## config.mk

```make
export PLATFORM = sky130hd
export DESIGN_NAME = cline_rd_seq
export DESIGN_NICKNAME = d
export VERILOG_FILES = /design/src/rtl/cline_pkg.sv /design/src/rtl/cline_rfsh_tmr.sv /design/src/rtl/cline_seq_fsm.sv /design/src/rtl/cline_beat_cap.sv /design/src/rtl/cline_rd_seq.sv
export SDC_FILE = /design/constraint.sdc
export NUM_CORES = 1
export LEC_CHECK = 0
export BUFFER_PORTS_ARGS = -buffer_cell sky130_fd_sc_hd__buf_2
export CORE_ASPECT_RATIO = 2
export CORE_MARGIN = 4
export CORE_UTILIZATION = 52
export CTS_CLUSTER_DIAMETER = 80
export DETAILED_ROUTE_END_ITERATION = 10
export GPL_TIMING_DRIVEN = 0
export PLACE_DENSITY = 0.79
export SLEW_MARGIN = 0
export SYNTH_ARGS = -nofsm -noshare
export SYNTH_HDL_FRONTEND = slang
export SYNTH_HIERARCHICAL = 1
export SYNTH_SLANG_ARGS = --single-unit
```

## constraint.sdc

```tcl
create_clock -name clk -period 2.8 [get_ports clk]
set_input_delay 0.28 -clock clk [delete_from_list [all_inputs] [get_ports clk]]
set_output_delay 0.28 -clock clk [all_outputs]
set_load 0.02 [all_outputs]
```

## src/rtl/cline_pkg.sv

```systemverilog
package cline_pkg;

  typedef enum logic [3:0] {
    SD_NOP = 4'b0111,
    SD_ACT = 4'b0011,
    SD_RD  = 4'b0101,
    SD_REF = 4'b0001
  } sd_cmd_e;

  typedef enum logic [1:0] {
    ST_IDLE,
    ST_ACC,
    ST_REF
  } seq_st_e;

  localparam int unsigned MAX_T   = 3;
  localparam int unsigned CNT_W   = $clog2(3 * MAX_T + 1);
  localparam int unsigned LAT_W   = $clog2(MAX_T + 4 + 1);
  localparam int unsigned BEATS   = 4;
  localparam int unsigned BEAT_W  = $clog2(BEATS);

endpackage

```

## src/rtl/cline_rfsh_tmr.sv

```systemverilog
module cline_rfsh_tmr #(
  parameter int unsigned PERIOD = 780
) (
  input  logic clk,
  input  logic rst_n,
  input  logic ack,
  output logic pend
);
  localparam int unsigned TW = (PERIOD > 1) ? $clog2(PERIOD) : 1;
  localparam logic [TW-1:0] TOP = TW'(PERIOD - 1);

  logic [TW-1:0] tick_q, tick_n;
  logic          pend_q, pend_n;
  logic          fire;

  always_comb begin
    fire   = (tick_q == TOP);
    tick_n = fire ? '0 : tick_q + 1'b1;
    pend_n = fire | (pend_q & ~ack);
  end

  always_ff @(posedge clk or negedge rst_n) begin
    if (!rst_n) begin
      tick_q <= '0;
      pend_q <= 1'b0;
    end else begin
      tick_q <= tick_n;
      pend_q <= pend_n;
    end
  end

  assign pend = pend_q;
endmodule

```

## src/rtl/cline_seq_fsm.sv

```systemverilog
module cline_seq_fsm
  import cline_pkg::*;
#(
  parameter int unsigned BA_W   = 2,
  parameter int unsigned ROW_W  = 13,
  parameter int unsigned COL_W  = 9,
  parameter int unsigned AP_BIT = 10
) (
  input  logic             clk,
  input  logic             rst_n,
  input  logic             cfg_slow,
  input  logic             req_valid,
  output logic             req_ready,
  input  logic [BA_W-1:0]  req_bank,
  input  logic [ROW_W-1:0] req_row,
  input  logic [COL_W-1:0] req_col,
  input  logic             rf_pend,
  input  logic             data_busy,
  output logic             rf_ack,
  output sd_cmd_e          cmd,
  output logic [BA_W-1:0]  ba,
  output logic [ROW_W-1:0] addr
);
  seq_st_e          st_q, st_n;
  logic [CNT_W-1:0] cnt_q, cnt_n;
  sd_cmd_e          cmd_q, cmd_n;
  logic [BA_W-1:0]  ba_q, ba_n, bank_q;
  logic [ROW_W-1:0] addr_q, addr_n;
  logic [COL_W-1:0] col_q;
  logic             take;
  logic [CNT_W-1:0] t_cyc, t_last;

  always_comb begin
    t_cyc  = cfg_slow ? CNT_W'(3) : CNT_W'(2);
    t_last = (t_cyc << 1) + t_cyc - 1'b1;
  end

  always_comb begin
    st_n      = st_q;
    cnt_n     = cnt_q;
    cmd_n     = SD_NOP;
    ba_n      = '0;
    addr_n    = '0;
    rf_ack    = 1'b0;
    take      = 1'b0;
    req_ready = (st_q == ST_IDLE) && !rf_pend;
    unique case (st_q)
      ST_IDLE: begin
        if (rf_pend) begin
          if (!data_busy) begin
            st_n   = ST_REF;
            cnt_n  = '0;
            cmd_n  = SD_REF;
            rf_ack = 1'b1;
          end
        end else if (req_valid) begin
          take   = 1'b1;
          st_n   = ST_ACC;
          cnt_n  = '0;
          cmd_n  = SD_ACT;
          ba_n   = req_bank;
          addr_n = req_row;
        end
      end
      ST_ACC: begin
        cnt_n = cnt_q + 1'b1;
        if (cnt_q == t_cyc - 1'b1) begin
          cmd_n                = SD_RD;
          ba_n                 = bank_q;
          addr_n[COL_W-1:0]    = col_q;
          addr_n[AP_BIT]       = 1'b1;
        end
        if (cnt_q == t_last) st_n = ST_IDLE;
      end
      ST_REF: begin
        cnt_n = cnt_q + 1'b1;
        if (cnt_q == t_last) st_n = ST_IDLE;
      end
      default: st_n = ST_IDLE;
    endcase
  end

  always_ff @(posedge clk or negedge rst_n) begin
    if (!rst_n) begin
      st_q   <= ST_IDLE;
      cnt_q  <= '0;
      cmd_q  <= SD_NOP;
      ba_q   <= '0;
      addr_q <= '0;
    end else begin
      st_q   <= st_n;
      cnt_q  <= cnt_n;
      cmd_q  <= cmd_n;
      ba_q   <= ba_n;
      addr_q <= addr_n;
    end
  end

  always_ff @(posedge clk or negedge rst_n) begin
    if (!rst_n) begin
      bank_q <= '0;
      col_q  <= '0;
    end else if (take) begin
      bank_q <= req_bank;
      col_q  <= req_col;
    end
  end

  assign cmd  = cmd_q;
  assign ba   = ba_q;
  assign addr = addr_q;
endmodule

```

## src/rtl/cline_beat_cap.sv

```systemverilog
module cline_beat_cap
  import cline_pkg::*;
#(
  parameter int unsigned DATA_W = 16
) (
  input  logic              clk,
  input  logic              rst_n,
  input  logic              cfg_slow,
  input  logic              rd_issued,
  input  logic [DATA_W-1:0] sd_dq,
  output logic              busy,
  output logic              rsp_valid,
  output logic [BEAT_W-1:0] rsp_beat,
  output logic [DATA_W-1:0] rsp_data
);
  logic              busy_q, busy_n;
  logic [LAT_W-1:0]  lat_q, lat_n, cl;
  logic              v_q, v_n;
  logic [BEAT_W-1:0] beat_q, beat_n;
  logic [DATA_W-1:0] data_q, data_n;
  logic              grab;

  always_comb begin
    cl     = cfg_slow ? LAT_W'(3) : LAT_W'(2);
    busy_n = busy_q;
    lat_n  = lat_q;
    v_n    = 1'b0;
    beat_n = beat_q;
    data_n = data_q;
    grab   = busy_q && (lat_q >= cl);
    if (rd_issued) begin
      busy_n = 1'b1;
      lat_n  = LAT_W'(1);
    end else if (busy_q) begin
      lat_n = lat_q + 1'b1;
      if (lat_q == cl + LAT_W'(BEATS - 1)) busy_n = 1'b0;
    end
    if (grab) begin
      v_n    = 1'b1;
      beat_n = BEAT_W'(lat_q - cl);
      data_n = sd_dq;
    end
  end

  always_ff @(posedge clk or negedge rst_n) begin
    if (!rst_n) begin
      busy_q <= 1'b0;
      lat_q  <= '0;
      v_q    <= 1'b0;
      beat_q <= '0;
    end else begin
      busy_q <= busy_n;
      lat_q  <= lat_n;
      v_q    <= v_n;
      beat_q <= beat_n;
    end
  end

  always_ff @(posedge clk or negedge rst_n) begin
    if (!rst_n) data_q <= '0;
    else if (grab) data_q <= data_n;
  end

  assign busy      = busy_q;
  assign rsp_valid = v_q;
  assign rsp_beat  = beat_q;
  assign rsp_data  = data_q;
endmodule

```

## src/rtl/cline_rd_seq.sv

```systemverilog
module cline_rd_seq
  import cline_pkg::*;
#(
  parameter int unsigned BA_W        = 2,
  parameter int unsigned ROW_W       = 13,
  parameter int unsigned COL_W       = 9,
  parameter int unsigned DATA_W      = 16,
  parameter int unsigned AP_BIT      = 10,
  parameter int unsigned RFSH_PERIOD = 780,
  parameter int unsigned SYNC_STAGES = 2
) (
  input  logic              clk,
  input  logic              rst_n,
  input  logic              cfg_slow,
  input  logic              req_valid,
  output logic              req_ready,
  input  logic [BA_W-1:0]   req_bank,
  input  logic [ROW_W-1:0]  req_row,
  input  logic [COL_W-1:0]  req_col,
  output logic [3:0]        sd_cmd,
  output logic [BA_W-1:0]   sd_ba,
  output logic [ROW_W-1:0]  sd_addr,
  input  logic [DATA_W-1:0] sd_dq,
  output logic              rsp_valid,
  output logic [1:0]        rsp_beat,
  output logic [DATA_W-1:0] rsp_data
);
  logic [SYNC_STAGES-1:0] rst_sr;
  logic                   rst_core_n;
  logic                   rf_pend, rf_ack, data_busy;
  sd_cmd_e                cmd;

  always_ff @(posedge clk or negedge rst_n) begin
    if (!rst_n) rst_sr <= '0;
    else        rst_sr <= {rst_sr[SYNC_STAGES-2:0], 1'b1};
  end
  assign rst_core_n = rst_sr[SYNC_STAGES-1];

  cline_rfsh_tmr #(.PERIOD(RFSH_PERIOD)) u_tmr (
    .clk   (clk),
    .rst_n (rst_core_n),
    .ack   (rf_ack),
    .pend  (rf_pend)
  );

  cline_seq_fsm #(
    .BA_W(BA_W), .ROW_W(ROW_W), .COL_W(COL_W), .AP_BIT(AP_BIT)
  ) u_fsm (
    .clk       (clk),
    .rst_n     (rst_core_n),
    .cfg_slow  (cfg_slow),
    .req_valid (req_valid),
    .req_ready (req_ready),
    .req_bank  (req_bank),
    .req_row   (req_row),
    .req_col   (req_col),
    .rf_pend   (rf_pend),
    .data_busy (data_busy),
    .rf_ack    (rf_ack),
    .cmd       (cmd),
    .ba        (sd_ba),
    .addr      (sd_addr)
  );

  cline_beat_cap #(.DATA_W(DATA_W)) u_cap (
    .clk       (clk),
    .rst_n     (rst_core_n),
    .cfg_slow  (cfg_slow),
    .rd_issued (cmd == SD_RD),
    .sd_dq     (sd_dq),
    .busy      (data_busy),
    .rsp_valid (rsp_valid),
    .rsp_beat  (rsp_beat),
    .rsp_data  (rsp_data)
  );

  assign sd_cmd = cmd;
endmodule

```

# Word level (Yosys, flattened, before mapping)
# Cells that the tools add are included.
dict set report word_totals {
  elab_cells 87
  rom_bits 0
  ram_bits 0
  input_bits 44
  memories 0
  ff_bits 72
  latch_bits 0
}
dict set report classes {
  shift 0
  reduce_logical 9
  addsub 8
  n_mul 0
  n_div 0
  n_lt_le_gt_ge 1
  bitwise 3
  n_mux 41
  eq_ne 10
}
# cell count
set ops {}
lappend ops {{two-way mux 13 bit} 2}
lappend ops {{two-way mux 2 bit} 9}
lappend ops {{case mux 9 bit (2 select lines)} 1}
lappend ops {{two-way mux 4 bit} 4}
lappend ops {{case mux 4 bit (2 select lines)} 2}
lappend ops {{two-way mux 1 bit} 14}
lappend ops {{two-way mux 3 bit} 4}
lappend ops {{adder 10 x 1 -> 10 bit, second input constant} 1}
lappend ops {{equality test 10 bit, second input constant} 1}
lappend ops {{two-way mux 10 bit} 1}
lappend ops {{two-way mux 9 bit} 1}
lappend ops {{equality test 4 bit} 2}
lappend ops {{case mux 2 bit (2 select lines)} 2}
lappend ops {{subtractor 4 x 1 -> 4 bit, second input constant} 2}
lappend ops {{inequality test 3 bit, second input constant} 2}
lappend ops {{AND reduction 3 bit} 2}
lappend ops {{adder 4 x 1 -> 4 bit, second input constant} 1}
lappend ops {{adder 4 bit} 1}
lappend ops {{equality test 4 x 3 -> 1 bit, second input constant} 1}
lappend ops {{nonzero test 2 bit} 2}
lappend ops {{adder 3 x 1 -> 3 bit, second input constant} 1}
lappend ops {{adder 3 x 2 -> 3 bit, second input constant} 1}
lappend ops {{equality test 3 bit} 1}
lappend ops {{>= comparator 3 x 2 -> 1 bit} 1}
lappend ops {{12 further kinds} 13}

# Logic depth before layout (Yosys ltp)
dict set report depth {
  word_depth 6
  mapped_depth 8
}

# Hierarchy
# Netlist, hierarchy kept.
# module cells_each instances area_each_um2
set by_module_without_submodules {}
lappend by_module_without_submodules {cline_seq_fsm 111 1 1549.0}
lappend by_module_without_submodules {cline_beat_cap 60 1 967.2}
lappend by_module_without_submodules {cline_rfsh_tmr 45 1 503.0}
lappend by_module_without_submodules {cline_rd_seq 4 1 66.3}

# Least setup slack after synthesis
# OpenSTA, ideal clock, no wires.
dict set report synth_timing {
  path_kind {reg-to-reg}
  from {register u_fsm.st_q[0]}
  to {register u_fsm.bank_q[1]}
  path_slack_ns 1.061
  synth_period_minus_slack_ns 1.739
  setup_ns 0.125
  arrival_time_ns 1.613
  stages_incl_launch_ff 9
  path_buffers 2
  cell_sequence {dfrtp_1 -> inv_1 -> ha_1 -> inv_2 -> nor2_4 -> and2_1 -> buf_4 -> buf_12 -> mux2_4}
}
dict set report synth_between {
  elab_chain_cells 2
}
# item line_no
set synth_lines {}
lappend synth_lines {{from (decl)} cline_seq_fsm.sv:24} ;# seq_st_e st_q, st_n;
lappend synth_lines {{from (signal assigned)} cline_seq_fsm.sv:91} ;# st_q <= st_n;
lappend synth_lines {{zero test 2 bit} cline_seq_fsm.sv:47} ;# unique case (st_q)
lappend synth_lines {{two-way mux 1 bit} cline_seq_fsm.sv:47}
lappend synth_lines {{to (signal assigned)} cline_seq_fsm.sv:104} ;# bank_q <= req_bank;
lappend synth_lines {{to (decl)} cline_seq_fsm.sv:27} ;# logic [BA_W-1:0] ba_q, ba_n, bank_q;
# Every way passes these cells.
# A chain may end at the register's enable or synchronous reset.

# Worst setup path after layout
dict set report layout_timing {
  from {register u_fsm.st_q[1]}
  to {register u_fsm.col_q[5]}
}
dict set report layout_between {
  elab_chain_cells 2
}
# item line_no
set layout_lines {}
lappend layout_lines {{zero test 2 bit} cline_seq_fsm.sv:47}
lappend layout_lines {{two-way mux 1 bit} cline_seq_fsm.sv:47}
lappend layout_lines {{to (signal assigned)} cline_seq_fsm.sv:105} ;# col_q <= req_col;
lappend layout_lines {{to (decl)} cline_seq_fsm.sv:29} ;# logic [COL_W-1:0] col_q;
# Every way passes these cells.

==> impl_metrics.json <==
{
  "timing.critical_path.required_ps": 3010,
  "final.period_utilization": 0.660,
  "place_hpwl_um": 4260,
  "die_h_um": 117,
  "async_reset_ff_frac": 1.00,
  "syn_inst": 220,
  "area_of_the_mapped_netlist_um2": 3090,
  "worst_clock_skew_ps": 5.87,
  "setup_total_negative_slack_ps": 0,
  "firstDrtPassIters": 5,
  "clk_latency_ps": 330,
  "grt-busiest-layer": "met2",
  "drt_first_iter_violations": 47,
  "netlist.area_leader.share": 0.552,
  "worst_ir_drop_on_vdd_mv": 0.532,
  "worst-path-max-fanout": 10,
  "clockPowerShare": 0.259,
  "cts_setup_buffers": 0,
  "fin_cells": 378,
  "worst_hold_path_type": "input pin to flop",
  "detail_route.wl_per_cell_um": 15.8,
  "floorplan.io_pins": 83,
  "net-switching-power_mw": 1.42,
  "relSlewSlack": 0.441,
  "ys_top_cells_by_area": "sky130_fd_sc_hd__dfrtp_1 (55%), sky130_fd_sc_hd__mux2_4 (8.3%), sky130_fd_sc_hd__mux2_2 (4.7%)",
  "crit_path_start": "u_fsm/st_q[1]",
  "seqPwrFrac": 0.376,
  "power.combinational.fraction": 0.366,
  "numPortBuffers": 80,
  "synthFlopType": "sky130_fd_sc_hd__dfrtp_1",
  "cts_htree_levels": 3,
  "groute.layer.met3.usage": 0.0669,
  "gp_routability_congestion": 0.755,
  "fraction_of_the_yosys_area_taken_by_sequential_cells": 0.569,
  "timing.final.max_slew_violations": 0,
  "wire_length_of_the_first_global_routing_pass_um": 10300,
  "worst-endpoint-arrival_ps": 2060,
  "crit_path_cell_trace": "inv_1 > ha_1 > inv_2 > nor2_4 > and2_1 > buf_4 > buf_12 > mux2_4",
  "setup_viol": 0,
  "timing.reg2reg.worst_path_depth": 8,
  "grt_setup_unrepaired": "false",
  "met2_usage": 0.330,
  "clk_transition_reported_paths_ps": 60,
  "detail_route.wirelength_um": 5990,
  "detail-route-antenna-nets": 0,
  "fp.dieW_um": 62.5,
  "clock_path_buffers": 2,
  "crit_path_top_delay_cell": "sky130_fd_sc_hd__dfrtp_1",
  "finalNetCount": 362,
  "synth_edf_count": 0,
  "seqCellArea_um2": 1760,
  "cpPeakStageDelay_ps": 350,
  "setup.worst_path.end": "u_fsm/col_q[5]",
  "via_per_inst": 5.35,
  "netlist.top_cell.by_area": "sky130_fd_sc_hd__dfrtp_1",
  "max_cap_violations": 0,
  "placement_rows": 39,
  "tightest_slew_ps": 839,
  "nFillCells": 420,
  "grt_start_max_net_pins": 69,
  "final_period_minus_worst_setup_slack_ps": 1850,
  "die-area_um2": 7300,
  "drive_above_1_share": 0.502,
  "cts_tree": "done",
  "critPathBufInv": 4,
  "worst-setup-path-type": "flop to flop",
  "ys_types": 52,
  "placed_cells_incl_taps": 361,
  "globalRouteTotalUtil": 0.185,
  "met1_capacity_usage_during_global_routing": 0.196,
  "hold_path_depth": 2,
  "postSynthNetCount": 270,
  "timing.critical_path.depth": 8,
  "grt_overflow": 0,
  "cts-buffers-inserted": 9,
  "avgSynthCellArea_um2": 14.0,
  "clock_tree.root_cell": "sky130_fd_sc_hd__clkbuf_16",
  "rrSetupSlack_ps": 950,
  "reg2reg_to": "u_fsm/col_q[5]",
  "hold_viol": 0,
  "clock.fmax_ghz": 0.541,
  "synthesis.yosys.warnings": 6,
  "status": "finished, final reports clean",
  "switching_share": 0.329,
  "postSynthRegisterBits": 70,
  "critical_path.startpoint_type": "flop",
  "critical_path.endpoint_type": "flop",
  "dr_total_vias": 2024,
  "cts_sinks": 70,
  "drc": 0,
  "critical-path-top-delay-family": "buffers and inverters",
  "initial_core_utilization": 0.536,
  "crit-reg2reg-launch": "u_fsm/st_q[1]",
  "floorplan.core_area_um2": 5760,
  "antenna-diode-count": 0,
  "synthesis_to_layout_area_growth_pct": 25.7,
  "power.density_cell_area_nw_per_um2": 1110,
  "vias_in_the_first_global_route": 2161,
  "grt_antenna_before_repair": 0,
  "multi_input_area_um2": 1220,
  "internal_mw": 2.89,
  "p_leak_nw": 1.92
}
-- per-stage QoR --
| stage | power, mW | hold slack [ps] | cell area, um^2 | setup slack [ps] | util |
|---|---|---|---|---|---|
| 2_1_floorplan | 2.78 | -15.6 | 3090 | 710 | - |
| 3_3_place_gp | 3.16 | 65.7 | 3560 | 69.4 | 0.619 |
| 3_5_place_dp | 3.21 | 66.6 | 3570 | 959 | 0.619 |
| 4_1_cts | 4.37 | 157 | 3880 | 942 | 0.673 |
| 5_1_grt | 4.56 | 164 | 3880 | 827 | 0.673 |
| 6_report | 4.31 | 170 | 3880 | 953 | 0.673 |
-- sequential cells by signal, summed over array words and instances, names as in the netlist, 2 cells and up --
signal,cells
u_cap/rsp_data,16
u_fsm/addr,13
u_tmr/tick_q,10
u_fsm/col_q,9
u_fsm/cnt_q,4
u_cap/lat_q,3
rst_sr,2
u_cap/rsp_beat,2
u_fsm/ba,2
u_fsm/bank_q,2
u_fsm/cmd,2
u_fsm/st_q,2
-- logic make-up after synthesis --
kind of cell	synth area share
AND/OR/NAND/NOR	0.111
flip-flops	0.569
XOR/XNOR	0.0284
buffers and inverters	0.0361
multiplexers	0.137
adder cells (fa/ha/maj)	0.0243
AO/OA/AOI/OAI	0.0916
other	0.00365
-- worst min-delay path by stage --
| stage | end | startpoint | slack, ps |
|---|---|---|---|
| after global placement | rst_sr[0] | rst_n | 70 |
| final | u_fsm/addr[10] | req_row[10] | 170 |
| after detailed placement | rst_sr[0] | rst_n | 70 |
| after global routing | u_fsm/addr[0] | req_row[0] | 160 |
| after CTS | u_fsm/addr[10] | req_row[10] | 160 |
| after floorplan | rst_sr[0] | rst_n | -20 |
-- repair_timing --
action | in CTS | in global routing
setup endpoints to repair | 0 | 0
hold buffers | 1 | 0
gates resized for setup | 0 | 0
endpoints found under the hold margin | 2 | 0
-- routing by layer --
layer  wire length (um)  vias up
li1                   -      960
met1               2280      984
met2               3220       71
met3                382        9
met4                 97        0
met5                  0        -
-- layout make-up --
type	instances	area share
Tap cell	61	0.0197
Timing Repair Buffer	81	0.106
Inverter	7	0.00678
Multi-Input combinational cell	135	0.315
Sequential cell	70	0.453
Clock inverter	5	0.0152
Buffer	8	0.0219
Clock buffer	11	0.0626
-- worst reg2reg max path: cells and delay by family, from the launching register on --
family                   cells  cell delay [ps]
multiplexers                 1              300
buffers and inverters        4              490
adder cells (fa/ha/maj)      1              270
flip-flops                   1              350
AND/OR/NAND/NOR              2              310
-- power by group through the flow --
stage	Sequential (mW)	Clock [mW]	Combinational (mW)
floorplan	1.87	0	0.909
CTS	1.62	1.15	1.59
detailed placement	1.64	0	1.57
global placement	1.62	0	1.55
global route	1.68	1.19	1.69
finish	1.62	1.11	1.57
-- cell usage in the layout, fill, tap and decap left out, drive strengths merged, types with 2 or more instances in the layout --
cell type / n
clkinv: 2
a22o: 12
a21oi: 4
o21ai: 4
xor2: 5
clkbuf: 12
nor2: 12
mux2i: 2
nor4b: 2
nand2b: 3
conb: 3
dfrtp: 68
ha: 6
a21o: 3
dfstp: 2
nor2b: 2
mux2: 30
and3: 3
and4bb: 4
nor3b: 2
nand2: 8
buf: 87
inv: 7
nand3b: 3
nand3: 8
xnor2: 5
clkinvlp: 2
-- Yosys cell counts, types with 2 or more instances --
cell type,number
sky130_fd_sc_hd__a22o_1,5
sky130_fd_sc_hd__dfrtp_1,68
sky130_fd_sc_hd__and3_1,3
sky130_fd_sc_hd__mux2i_1,2
sky130_fd_sc_hd__buf_12,2
sky130_fd_sc_hd__nand3b_1,3
sky130_fd_sc_hd__nand3_1,8
sky130_fd_sc_hd__dfstp_2,2
sky130_fd_sc_hd__a22o_2,7
sky130_fd_sc_hd__nor2b_1,2
sky130_fd_sc_hd__a21oi_2,2
sky130_fd_sc_hd__xnor2_1,5
sky130_fd_sc_hd__mux2_4,17
sky130_fd_sc_hd__mux2_2,13
sky130_fd_sc_hd__nand2b_1,3
sky130_fd_sc_hd__nand2_1,8
sky130_fd_sc_hd__xor2_1,5
sky130_fd_sc_hd__and4bb_2,3
sky130_fd_sc_hd__nor2_1,11
sky130_fd_sc_hd__a21o_1,2
sky130_fd_sc_hd__buf_4,4
sky130_fd_sc_hd__conb_1,3
sky130_fd_sc_hd__o21ai_0,3
sky130_fd_sc_hd__inv_1,6
sky130_fd_sc_hd__ha_1,6
Power figures use the tool's default switching activity.
